### src/rtl/tone_pkg.sv
package tone_pkg;
  parameter int SMP_W = 4;
  parameter int PER_W = 16;
  parameter int OFF_W = 4;
  parameter int DAT_W = 8;

  // slot within a channel's offset group
  localparam logic [1:0] SLOT_CTRL = 2'd0;
  localparam logic [1:0] SLOT_PLO  = 2'd1;
  localparam logic [1:0] SLOT_PHI  = 2'd2;

  typedef struct packed {
    logic             run;
    logic [1:0]       spare;
    logic             square;
    logic [SMP_W-1:0] mask;
  } ch_ctrl_t;
endpackage

### src/rtl/tone_regs.sv
module tone_regs
  import tone_pkg::*;
#(
  parameter int NUM_CH = 3
) (
  input  logic                          clk,
  input  logic                          rst_n,
  input  logic                          wr_en,
  input  logic [OFF_W-1:0]              wr_off,
  input  logic [DAT_W-1:0]              wr_data,
  output ch_ctrl_t [NUM_CH-1:0]         ctrl_q,
  output logic [NUM_CH-1:0][PER_W-1:0]  period_q
);
  localparam int HI_W = PER_W - DAT_W;

  for (genvar c = 0; c < NUM_CH; c++) begin : g_ch
    localparam logic [1:0] GRP = 2'(c + 1);
    logic grp_hit;
    assign grp_hit = wr_en && (wr_off[3:2] == GRP);

    always_ff @(posedge clk) begin
      if (!rst_n) begin
        ctrl_q[c]   <= '0;
        period_q[c] <= '0;
      end else if (grp_hit) begin
        case (wr_off[1:0])
          SLOT_CTRL: ctrl_q[c] <= ch_ctrl_t'(wr_data);
          SLOT_PLO:  period_q[c][DAT_W-1:0] <= wr_data;
          SLOT_PHI:  period_q[c][PER_W-1:DAT_W] <= wr_data[HI_W-1:0];
          default: ;
        endcase
      end
    end
  end

  logic unmapped;
  assign unmapped = (wr_off[1:0] == 2'b11) || (wr_off[3:2] == 2'b00);

  assert_unmapped_write_R2: assert property (@(posedge clk) disable iff (!rst_n)
    (wr_en && unmapped) |=> ($stable(ctrl_q) && $stable(period_q)));
endmodule

### src/rtl/tone_channel.sv
module tone_channel
  import tone_pkg::*;
(
  input  logic             clk,
  input  logic             rst_n,
  input  logic             ce,
  input  ch_ctrl_t         ctrl,
  input  logic [PER_W-1:0] period,
  output logic [SMP_W-1:0] sample
);
  logic [PER_W-1:0] cnt;
  logic [PER_W-1:0] reload;
  logic [SMP_W-1:0] phase;
  logic [SMP_W-1:0] shape;

  assign reload = (period == '0) ? PER_W'(1) : period;

  always_ff @(posedge clk) begin
    if (!rst_n) begin
      cnt   <= PER_W'(1);
      phase <= '0;
    end else if (!ctrl.run) begin
      cnt   <= reload;
      phase <= '0;
    end else if (ce) begin
      if (cnt == PER_W'(1)) begin
        cnt   <= reload;
        phase <= phase + 1'b1;
      end else begin
        cnt <= cnt - 1'b1;
      end
    end
  end

  assign shape  = ctrl.square ? {SMP_W{phase[SMP_W-1]}} : phase;
  assign sample = shape & ctrl.mask;

  assert_phase_reset_R3: assert property (@(posedge clk) disable iff (!rst_n)
    !ctrl.run |=> (phase == '0));
  assert_phase_step_R4: assert property (@(posedge clk) disable iff (!rst_n)
    ctrl.run |=> ((phase == $past(phase)) || (phase == SMP_W'($past(phase) + 1'b1))));
  assert_cnt_nonzero_R5: assert property (@(posedge clk) disable iff (!rst_n)
    cnt != '0);
  assert_square_levels_R7: assert property (@(posedge clk) disable iff (!rst_n)
    ctrl.square |-> ((sample == '0) || (sample == ctrl.mask)));
  assert_idle_hold_R12: assert property (@(posedge clk) disable iff (!rst_n)
    (ctrl.run && !ce) |=> ($stable(phase) && $stable(cnt)));
endmodule

### src/rtl/tone_mixer.sv
module tone_mixer
  import tone_pkg::*;
#(
  parameter int NUM_CH = 3,
  parameter int MIX_W  = SMP_W + $clog2(NUM_CH + 1)
) (
  input  logic [NUM_CH-1:0][SMP_W-1:0] ch_smp,
  input  logic                         console_en,
  input  logic [SMP_W-1:0]             console_smp,
  output logic [MIX_W-1:0]             mix
);
  always_comb begin
    mix = '0;
    for (int i = 0; i < NUM_CH; i++) begin
      mix = mix + MIX_W'(ch_smp[i]);
    end
    if (console_en) begin
      mix = mix + MIX_W'(console_smp);
    end
  end
endmodule

### src/rtl/tone_gen3.sv
module tone_gen3
  import tone_pkg::*;
#(
  parameter int NUM_CH = 3,
  localparam int MIX_W = SMP_W + $clog2(NUM_CH + 1),
  localparam int MIX_MAX = (NUM_CH + 1) * ((1 << SMP_W) - 1)
) (
  input  logic             clk,
  input  logic             rst_n,
  input  logic             cpu_ce,
  input  logic             wr_en,
  input  logic [OFF_W-1:0] wr_off,
  input  logic [DAT_W-1:0] wr_data,
  input  logic             console_en,
  input  logic [SMP_W-1:0] console_smp,
  output logic [MIX_W-1:0] mix_out
);
  ch_ctrl_t [NUM_CH-1:0]         ctrl_q;
  logic [NUM_CH-1:0][PER_W-1:0]  period_q;
  logic [NUM_CH-1:0][SMP_W-1:0]  ch_smp;

  tone_regs #(.NUM_CH(NUM_CH)) u_regs (
    .clk      (clk),
    .rst_n    (rst_n),
    .wr_en    (wr_en),
    .wr_off   (wr_off),
    .wr_data  (wr_data),
    .ctrl_q   (ctrl_q),
    .period_q (period_q)
  );

  for (genvar c = 0; c < NUM_CH; c++) begin : g_chan
    tone_channel u_chan (
      .clk    (clk),
      .rst_n  (rst_n),
      .ce     (cpu_ce),
      .ctrl   (ctrl_q[c]),
      .period (period_q[c]),
      .sample (ch_smp[c])
    );
  end

  tone_mixer #(.NUM_CH(NUM_CH), .MIX_W(MIX_W)) u_mix (
    .ch_smp      (ch_smp),
    .console_en  (console_en),
    .console_smp (console_smp),
    .mix         (mix_out)
  );

  assert_mix_range_R11: assert property (@(posedge clk) disable iff (!rst_n)
    mix_out <= MIX_W'(MIX_MAX));
endmodule

### config.mk
export PLATFORM = sky130hd
export DESIGN_NAME = tone_gen3
export DESIGN_NICKNAME = d
export VERILOG_FILES = /design/src/rtl/tone_pkg.sv /design/src/rtl/tone_regs.sv /design/src/rtl/tone_channel.sv /design/src/rtl/tone_mixer.sv /design/src/rtl/tone_gen3.sv
export SDC_FILE = /design/constraint.sdc
export NUM_CORES = 1
export LEC_CHECK = 0
export BUFFER_PORTS_ARGS = -buffer_cell sky130_fd_sc_hd__buf_4
export CORE_MARGIN = 5
export CORE_UTILIZATION = 50
export DETAILED_ROUTE_END_ITERATION = 6
export PLACE_DENSITY_LB_ADDON = 0.12
export SYNTH_ARGS = -nofsm -noshare
export SYNTH_HDL_FRONTEND = slang
export SYNTH_SLANG_ARGS = --single-unit
### constraint.sdc
create_clock -name clk -period 4.71 [get_ports clk]
set_input_delay 0.471 -clock clk [delete_from_list [all_inputs] [get_ports clk]]
set_output_delay 0.471 -clock clk [all_outputs]
set_load 0.05 [all_outputs]
==> impl_metrics.tcl, run 1 <==
set metrics [dict create \
    ys_warn_count 0 \
    numCtsBuffers 17 \
    cts_tree "built" \
    io_buffers 26 \
    synth_top_cells_by_count "dfxtp_1, nor2_1, mux2i_1" \
    synth_cell_types 70 \
    drc 0 \
    place_area_mm2 0.00713 \
    swShare 0.258 \
    clock-sinks 126 \
    cp.arrival_ns 4.03 \
    p_leak_nw 2.94 \
    nFillCells 1258 \
    clock_latency_ns 0.43 \
    die_w_um 127 \
    netlist_area_mm2 0.00690 \
    synth.top_cell.area_share 0.366 \
    core_area_mm2 0.0137 \
    min-delay-path-class "in2reg" \
    tightest_slew_ns 1.18 \
    critPathKind "reg2out" \
    maxCapViolations 0 \
    clkPwrFrac 0.476 \
    layout_min_cycle_time_ns 4.50 \
    start_kind "register" \
    finalPower_w 0.00253 \
    avgViaCountPerCell 6.15 \
    grt_pass1_wl_um 30100 \
    slew_headroom 0.211 \
    grt.overflow.total 0 \
    synth.net_count 855 \
    die_h_um 127 \
    async_flop_share 0 \
    clkSlewWorstSetupHoldPaths_ns 0.06 \
    timing.fmax_ghz 0.222 \
    end_kind "output port" \
    vias 6167 \
    combPwrFrac 0.092 \
    holdWs_ns 0.373 \
    grt_pass1_vias 5985 \
    setup_viol 0 \
    synth_top_cell_by_area "dfxtp_1" \
    fin_crit_sh 0.956 \
    synth_edf_count 0 \
    final.setup_skew_ns 0.00981 \
    slew_viol_final 0 \
    hpwl_um 12400 \
    synth_flop_cell "dfxtp_1" \
    status "finished, final reports clean" \
    root_buffer "clkbuf_16" \
    peakVddDrop_uv 289 \
    hold_buffers 0 \
    seq_power_share 0.432 \
    layout.cells.non_filler 1002 \
    layout-drive-gt1-share 0.108 \
    initial_core_util 0.503 \
    htreeDepth 4 \
    p_int_w 0.00188 \
    worstPathRequired_ns 4.24 \
    synth-seq-cells 126 \
    clock_path_buffers 2 \
    dpl.cell_count 969 \
    yosysMostFrequentCell "dfxtp_1" \
    drt_iter0_markers 569 \
    design_area_mm2 0.00771 \
    worstPathMaxFanout 5 \
    hold_viol_final 0 \
    ant_nets 0 \
    grt_max_degree 46 \
    p_per_area_mw_per_mm2 329 \
    netlist_instances 809 \
    die_area_mm2 0.0162 \
    ys_top_cells_by_area "dfxtp_1, mux2i_1, nor2_1" \
    wire_per_inst_um 18.0 \
    grt_usage 0.228 \
    antenna_found_initial 0 \
    rows 43 \
    antennaDiodeCount 0 \
    yosysSeqAreaShare 0.366 \
    dr.pass1.iters 5 \
    gp_congestion 0.892 \
    power_switching_w 0.000654 \
    synth_area_per_cell_um2 8.53 \
    area_growth_pct 11.7 \
    ios 27 \
    finalWirelength_um 18000 \
    nNetsFinal 856 \
]
[cells by family after synthesis]
family,count (synthesis),synth area share
AO/OA/AOI/OAI,172,0.166
XOR/XNOR,21,0.0267
multiplexers,76,0.112
flip-flops,126,0.366
AND/OR/NAND/NOR,317,0.238
adder cells (fa/ha/maj),25,0.0486
buffers and inverters,72,0.0435
[final timing paths]
kind | slack (ns) | cells past startpoint | from | to
worst max register to register | 1.80 | 6 | g_chan[0].u_chan.cnt[0] | g_chan[0].u_chan.cnt[8]
worst max-delay path | 0.21 | 17 | u_regs.ctrl_q[12] | mix_out[5]
worst min register to register | 0.48 | 2 | g_chan[0].u_chan.phase[1] | g_chan[0].u_chan.phase[1]
worst min-delay path | 0.37 | 3 | wr_data[5] | u_regs.period_q[29]
[cell type report]
type,count,area [um^2],area share
inverters,23,86.3,0.0112
repair buffers,31,233,0.0302
multi-input cells,611,4100,0.533
clock inverters,11,96.3,0.0125
well taps,180,225,0.0292
clock buffers,20,437,0.0567
flip-flops and latches,126,2520,0.328
[through the flow]
| stage | setup WS (ns) | util | setup TNS, ns |
|---|---|---|---|
| 6_report | 0.207 | 0.562 | 0 |
| 5_1_grt | -0.0326 | 0.562 | -0.0326 |
| 4_1_cts | 0.0511 | 0.559 | 0 |
| 3_5_place_dp | 0.264 | 0.519 | 0 |
| 3_3_place_gp | 0.474 | 0.519 | 0 |
| 2_1_floorplan | 0.314 | - | 0 |
[placed cells by master, fill, tap and decap left out, types with 19 or more instances in the layout]
master and n:
o21ai_0 35, a21oi_1 49, ha_1 22, nand2_1 41
buf_4 31, inv_1 22, nor3_1 19, nor4_1 25
nand3_1 35, mux2i_1 69, dfxtp_1 124, nor2_1 106
[metal layers]
metal / up-vias / share of wire / routed length, um / GRT usage
met3: 33 / 0.059 / 1070 / 0.0493
met4: 0 / 0.015 / 266 / 0.0681
met2: 193 / 0.48 / 8670 / 0.376
met1: 2957 / 0.45 / 8040 / 0.300
li1: 2984 / - / - / -
met5: - / 0 / 0 / 0
[power by group through the flow]
stage               logic, W  registers, W  clock network (W)
floorplan           0.000164       0.00111                  0
global placement    0.000225       0.00112                  0
detailed placement  0.000228       0.00112                  0
CTS                 0.000229       0.00109            0.00122
global route        0.000254       0.00110            0.00127
finish              0.000232       0.00109            0.00121
[critical path, stage by stage (launching register included)]
cell and delay (ns):
dfxtp_2 0.33, nand2b_1 0.15, a21boi_2 0.16, ha_1 0.19
inv_1 0.06, fa_1 0.48, inv_1 0.07, ha_1 0.29
a21o_1 0.19, a21oi_4 0.18, xnor2_2 0.16, ha_1 0.30
and3_1 0.20, a221oi_2 0.25, buf_4 0.16, o2111ai_1 0.10
o311ai_1 0.10, buf_4 0.24
[sequential cells by signal (all words and copies together), names as in the netlist]
| register | count |
|---|---|
| u_regs.period_q | 48 |
| u_regs.ctrl_q | 18 |
| g_chan.u_chan.phase | 12 |
| g_chan.u_chan.cnt | 48 |
[what timing repair did]
action,4_1_cts,5_1_grt
endpoints found under the hold margin,0,0
gates resized for setup,3,6
pin swaps,0,4
buffers inserted,0,2
endpoints found under the setup margin,1,1
Power figures use the tool's default switching activity.
==> inputs of run 2 (changes only) <==
--- a/config.mk
+++ b/config.mk
@@ -5,6 +5,7 @@
 export SDC_FILE = /design/constraint.sdc
 export NUM_CORES = 1
 export LEC_CHECK = 0
+export ABC_AREA = 1
 export BUFFER_PORTS_ARGS = -buffer_cell sky130_fd_sc_hd__buf_4
 export CORE_MARGIN = 5
 export CORE_UTILIZATION = 50
==> constraint.sdc (replaced) <==
create_clock -name clk -period 5.6 [get_ports clk]
set_input_delay 0.56 -clock clk [delete_from_list [all_inputs] [get_ports clk]]
set_output_delay 0.56 -clock clk [all_outputs]
set_load 0.05 [all_outputs]
==> impl_metrics.tcl, run 2 <==
set metrics [dict create \
    htreeDepth 4 \
    clock_latency_ns 0.43 \
    rows 44 \
    min-delay-path-class "in2reg" \
    netlist_area_mm2 0.00740 \
    cts_tree "built" \
    die_h_um 132 \
    finalWirelength_um 18400 \
    final_common_cell "nand2_1" \
    final.setup_skew_ns 0.00843 \
    die_w_um 132 \
    end_kind "output port" \
    critical-path-max-stage-delay_ns 0.47 \
    grt_pass1_vias 6397 \
    maxCapViolations 0 \
    synth.net_count 1188 \
    ys_warn_count 0 \
    status "finished, final reports clean" \
    die_area_mm2 0.0173 \
    peakVddDrop_uv 209 \
    yosysSeqAreaShare 0.341 \
    cpMaxStageDelayCell "fa_1" \
    drc 0 \
    cts_setup_buffers 0 \
    clkPwrFrac 0.474 \
    power_switching_w 0.000646 \
    synth_top_cells_by_count "nand2_1, nor2_1, o21ai_0" \
    synth_flop_cell "dfxtp_1" \
    setup_tns_ns 0 \
    p_int_w 0.00174 \
    tightest_slew_ns 0.986 \
    cpLargestDelayFamily "adder cells" \
    worstPathCellList "nand2_1 > a21boi_0 > ha_1 > inv_1 > fa_1 > inv_1 > fa_1 > xor2_1 > ha_1 > nand3_1 > nand3_1 > nand2_1 > nand2_1 > nand2_1 > o211ai_1 > nand2_1 > buf_4" \
    ios 27 \
    design_area_mm2 0.00821 \
    root_buffer "clkbuf_16" \
    layout_common_cells "nand2_1, nor2_1, o21ai_0" \
    slew_headroom 0.343 \
    top_regs "g_chan.u_chan.cnt x48, u_regs.period_q x48, u_regs.ctrl_q x18" \
    p_per_area_mw_per_mm2 290 \
    path_buf_inv 3 \
    grt_pass1_wl_um 30900 \
    core_area_mm2 0.0145 \
    rsz0062_at_grt "no" \
    synth_cell_types 40 \
    seq_power_share 0.393 \
    layout_min_cycle_time_ns 4.18 \
    cp.arrival_ns 3.62 \
    drt_iter0_markers 560 \
    dr.pass1.iters 5 \
    grt_usage 0.212 \
    place_area_mm2 0.00761 \
    clock-sinks 126 \
    holdWs_ns 0.444 \
    avgViaCountPerCell 5.29 \
    grt.overflow.total 0 \
    critPathKind "reg2out" \
    async_flop_share 0 \
    initial_core_util 0.509 \
    fin_crit_sh 0.747 \
    vias 7095 \
    combPwrFrac 0.134 \
    slew_viol_final 0 \
    ys_top_cells_by_area "dfxtp_1, nand2_1, nor2_1" \
    numCtsBuffers 17 \
    clkSlewWorstSetupHoldPaths_ns 0.06 \
    swShare 0.271 \
    hold_viol_final 0 \
    antenna_found_initial 0 \
    p_leak_nw 4.02 \
    io_buffers 26 \
    synth_edf_count 0 \
    layout-drive-gt1-share 0.0769 \
    wire_per_inst_um 13.7 \
    synth_top_cell_by_area "dfxtp_1" \
    synth_area_per_cell_um2 6.48 \
    synth-seq-cells 126 \
    start_kind "register" \
    grt_max_degree 116 \
    setup_viol 0 \
    hold_buffers 0 \
    antennaDiodeCount 0 \
    gp_congestion 0.873 \
    nNetsFinal 1192 \
    crit_top_cell "nand2_1" \
    netlist_instances 1142 \
    worstPathRequired_ns 5.04 \
    yosysMostFrequentCell "nand2_1" \
    synth.top_cell.area_share 0.341 \
    worstPathMaxFanout 4 \
    cts_resized 0 \
    ant_nets 0 \
    timing.fmax_ghz 0.239 \
    hpwl_um 12800 \
    clock_path_buffers 2 \
    area_growth_pct 11.0 \
]
## run 2: power groups by stage
| stage | registers, W | clock network (W) | logic, W |
|---|---|---|---|
| after global routing | 0.000938 | 0.00118 | 0.000361 |
| after global placement | 0.000955 | 0 | 0.000312 |
| after detailed placement | 0.000955 | 0 | 0.000314 |
| after floorplan | 0.000949 | 0 | 0.000242 |
| after CTS | 0.000936 | 0.00114 | 0.000317 |
| final | 0.000936 | 0.00113 | 0.000318 |
## run 2: cells by family (layout without fill, tap and decap cells)
group	count (synthesis)	in the layout	share of synthesized area
DFF	126	126	0.341
AOI/OAI and AO/OA	226	226	0.161
xor gates and xnor gates	23	23	0.0272
and+or+nand+nor	566	566	0.328
buffers and inverters	176	192	0.0979
adders and majority gates	25	25	0.0453
## run 2: layer usage
layer / vias up / wire [um] / GRT usage
met5: - / 0 / 0
li1: 3699 / - / -
met4: 0 / 207 / 0.0549
met3: 23 / 994 / 0.0524
met2: 175 / 8210 / 0.324
met1: 3198 / 8970 / 0.300
## run 2: cell type report
cell class / instances / area, um^2
Tap cell: 184 / 230
Fill cell: 1442 / 6320
Inverter: 135 / 512
Sequential cell: 126 / 2520
Clock buffer: 20 / 457
Multi-Input combinational cell: 840 / 4150
Clock inverter: 11 / 141
Timing Repair Buffer: 26 / 195
## run 2: worst paths after layout
path / from / to / slack [ns] / cells after the start
setup / recovery: g_chan[0].u_chan.phase[3] / mix_out[5] / 1.42 / 17
hold / removal: wr_data[5] / u_regs.period_q[29] / 0.44 / 3
setup reg to reg: u_regs.ctrl_q[15] / g_chan[1].u_chan.cnt[12] / 3.55 / 5
hold reg to reg: u_regs.period_q[24] / u_regs.period_q[24] / 0.47 / 2
## run 2: per-stage QoR
stage           util  power (W)  cells  setup slack [ns]
6_report       0.565    0.00238   1342              1.42
5_1_grt        0.565    0.00248   1342              1.07
3_5_place_dp   0.524    0.00127   1311              1.84
2_1_floorplan      -    0.00119   1142              1.53
3_3_place_gp   0.524    0.00127   1311              1.89
4_1_cts        0.565    0.00239   1342              1.39
## run 2: tightest hold or removal path: cells and delay by family
family | cells | cell delay [ns]
buffers and inverters | 1 | 0.13
AND/OR/NAND/NOR | 2 | 0.13
==> inputs of run 3 (changes only) <==
==> constraint.sdc (replaced) <==
create_clock -name clk -period 3.9 [get_ports clk]
set_input_delay 0.39 -clock clk [delete_from_list [all_inputs] [get_ports clk]]
set_output_delay 0.39 -clock clk [all_outputs]
set_load 0.05 [all_outputs]
==> impl_metrics.tcl, run 3 (synthesis gave the netlist of run 2 again) <==
set metrics [dict create \
    combPwrFrac 0.127 \
    slew_viol_final 0 \
    p_leak_nw 4.09 \
    numCtsBuffers 17 \
    die_h_um 132 \
    setup_viol 0 \
    min_from "wr_data[6]" \
    p_int_w 0.00271 \
    die_w_um 132 \
    finalWirelength_um 18800 \
    drc 0 \
    seq_power_share 0.369 \
    initial_core_util 0.509 \
    tightest_slew_ns 0.982 \
    ant_nets 0 \
    end_kind "output port" \
    fin_crit_sh 0.991 \
    avgViaCountPerCell 5.26 \
    final.setup_skew_ns 0.0109 \
    rsz0062_at_grt "yes" \
    antenna_found_initial 0 \
    cpLargestDelayFamily "adder cells" \
    grt_max_degree 116 \
    final_common_cell "nor2_1" \
    io_buffers 26 \
    setup_tns_ns 0 \
    layout_min_cycle_time_ns 3.86 \
    area_growth_pct 14.2 \
    layout_common_cells "nor2_1, nand2_1, o21ai_0" \
    clock_path_buffers 2 \
    dr.pass1.iters 5 \
    core_area_mm2 0.0145 \
    nNetsFinal 1197 \
    gp_congestion 0.869 \
    rrSetupSlack_ns 1.93 \
    swShare 0.254 \
    critical-path-max-stage-delay_ns 0.53 \
    vias 7091 \
    status "finished, final reports clean" \
    holdWs_ns 0.273 \
    htreeDepth 4 \
    worstPathCellList "inv_2 > nand2_2 > a21boi_2 > ha_2 > inv_2 > fa_2 > inv_2 > fa_2 > xor2_2 > ha_4 > buf_4 > nand2_2 > nand2_1 > nand2_1 > a21oi_2 > xor2_1 > buf_4" \
    drt_iter0_markers 617 \
    min-delay-path-class "in2reg" \
    wire_per_inst_um 14.0 \
    rows 44 \
    grt_pass1_wl_um 31600 \
    maxCapViolations 0 \
    clkSlewWorstSetupHoldPaths_ns 0.06 \
    critPathKind "reg2out" \
    min_path_cells 3 \
    cts_tree "built" \
    grt_pass1_vias 6524 \
    clock_latency_ns 0.43 \
    hold_viol_final 0 \
    crit_top_cell "inv_2" \
    hold_end "u_regs.period_q[46]" \
    hpwl_um 12900 \
    start_kind "register" \
    r2r_end "g_chan[2].u_chan.cnt[13]" \
    antennaDiodeCount 0 \
    layout-drive-gt1-share 0.109 \
    timing.fmax_ghz 0.259 \
    hold_buffers 0 \
    clkPwrFrac 0.504 \
    grt.overflow.total 0 \
    p_per_area_mw_per_mm2 430 \
    grt_usage 0.216 \
    power_switching_w 0.000923 \
    top_regs "g_chan.u_chan.cnt x48, u_regs.period_q x48, u_regs.ctrl_q x18" \
    worstPathMaxFanout 3 \
    nFillCells 1431 \
    cp.arrival_ns 3.47 \
    clock-sinks 126 \
    worstPathRequired_ns 3.51 \
    die_area_mm2 0.0173 \
    cpMaxStageDelayCell "fa_2" \
    worstRegToRegCells 5 \
    peakVddDrop_uv 362 \
    slew_headroom 0.345 \
    root_buffer "clkbuf_16" \
    ios 27 \
    rr_startpoint "u_regs.ctrl_q[23]" \
    path_buf_inv 5 \
]
-- run 3: worst min-delay path, stage by stage --
cell	delay (ns)
buf_4	0.13
nor2_1	0.05
nor2_1	0.08
-- run 3: cell type report --
type | count | area [um^2] | area share
Multi-Input combinational cell | 840 | 4260 | 0.504
Sequential cell | 126 | 2530 | 0.300
Inverter | 135 | 512 | 0.0605
Clock buffer | 21 | 470 | 0.0556
Timing Repair Buffer | 31 | 236 | 0.0280
Tap cell | 184 | 230 | 0.0272
Clock inverter | 10 | 209 | 0.0247
-- run 3: worst max-delay path by stage --
stage | from | endpoint | slack (ns) | cells after the start
after global placement | g_chan[0].u_chan.phase[3] | mix_out[5] | 0.35 | 18
after global routing | u_regs.ctrl_q[12] | mix_out[5] | -0.16 | 18
after detailed placement | g_chan[0].u_chan.phase[3] | mix_out[5] | 0.26 | 18
after floorplan | g_chan[0].u_chan.phase[3] | mix_out[4] | 0.15 | 15
final | u_regs.ctrl_q[12] | mix_out[4] | 0.04 | 17
after CTS | u_regs.ctrl_q[12] | mix_out[5] | -0.01 | 19
-- run 3: per-layer routing --
metal / vias up / GRT usage / part of all wire
met4: 0 / 0.0577 / 0.014
met3: 29 / 0.0562 / 0.044
met2: 135 / 0.337 / 0.46
met5: - / 0 / 0
li1: 3689 / - / -
met1: 3238 / 0.298 / 0.48
-- run 3: power groups by stage --
stage / registers (W) / logic, W / clock network (W)
floorplan: 0.00136 / 0.000348 / 0
global placement: 0.00137 / 0.000449 / 0
detailed placement: 0.00137 / 0.000453 / 0
CTS: 0.00134 / 0.000458 / 0.00185
global route: 0.00135 / 0.000527 / 0.00192
finish: 0.00134 / 0.000462 / 0.00183
-- run 3: what timing repair did --
item | CTS | global route
setup buffers | 0 | 4
pin swaps | 9 | 18
setup endpoints to repair | 3 | 3
gates resized for setup | 11 | 26
-- run 3: metrics by stage --
| stage | std cells | util | setup WS (ns) | power [W] | instance area [um^2] |
|---|---|---|---|---|---|
| detailed placement | 1312 | 0.524 | 0.263 | 0.00182 | 7620 |
| floorplan | 1142 | - | 0.149 | 0.00171 | 7400 |
| finish | 1347 | 0.582 | 0.0364 | 0.00364 | 8450 |
| CTS | 1343 | 0.573 | -0.0117 | 0.00365 | 8320 |
| global placement | 1312 | 0.524 | 0.350 | 0.00182 | 7620 |
| global route | 1347 | 0.582 | -0.156 | 0.00379 | 8450 |
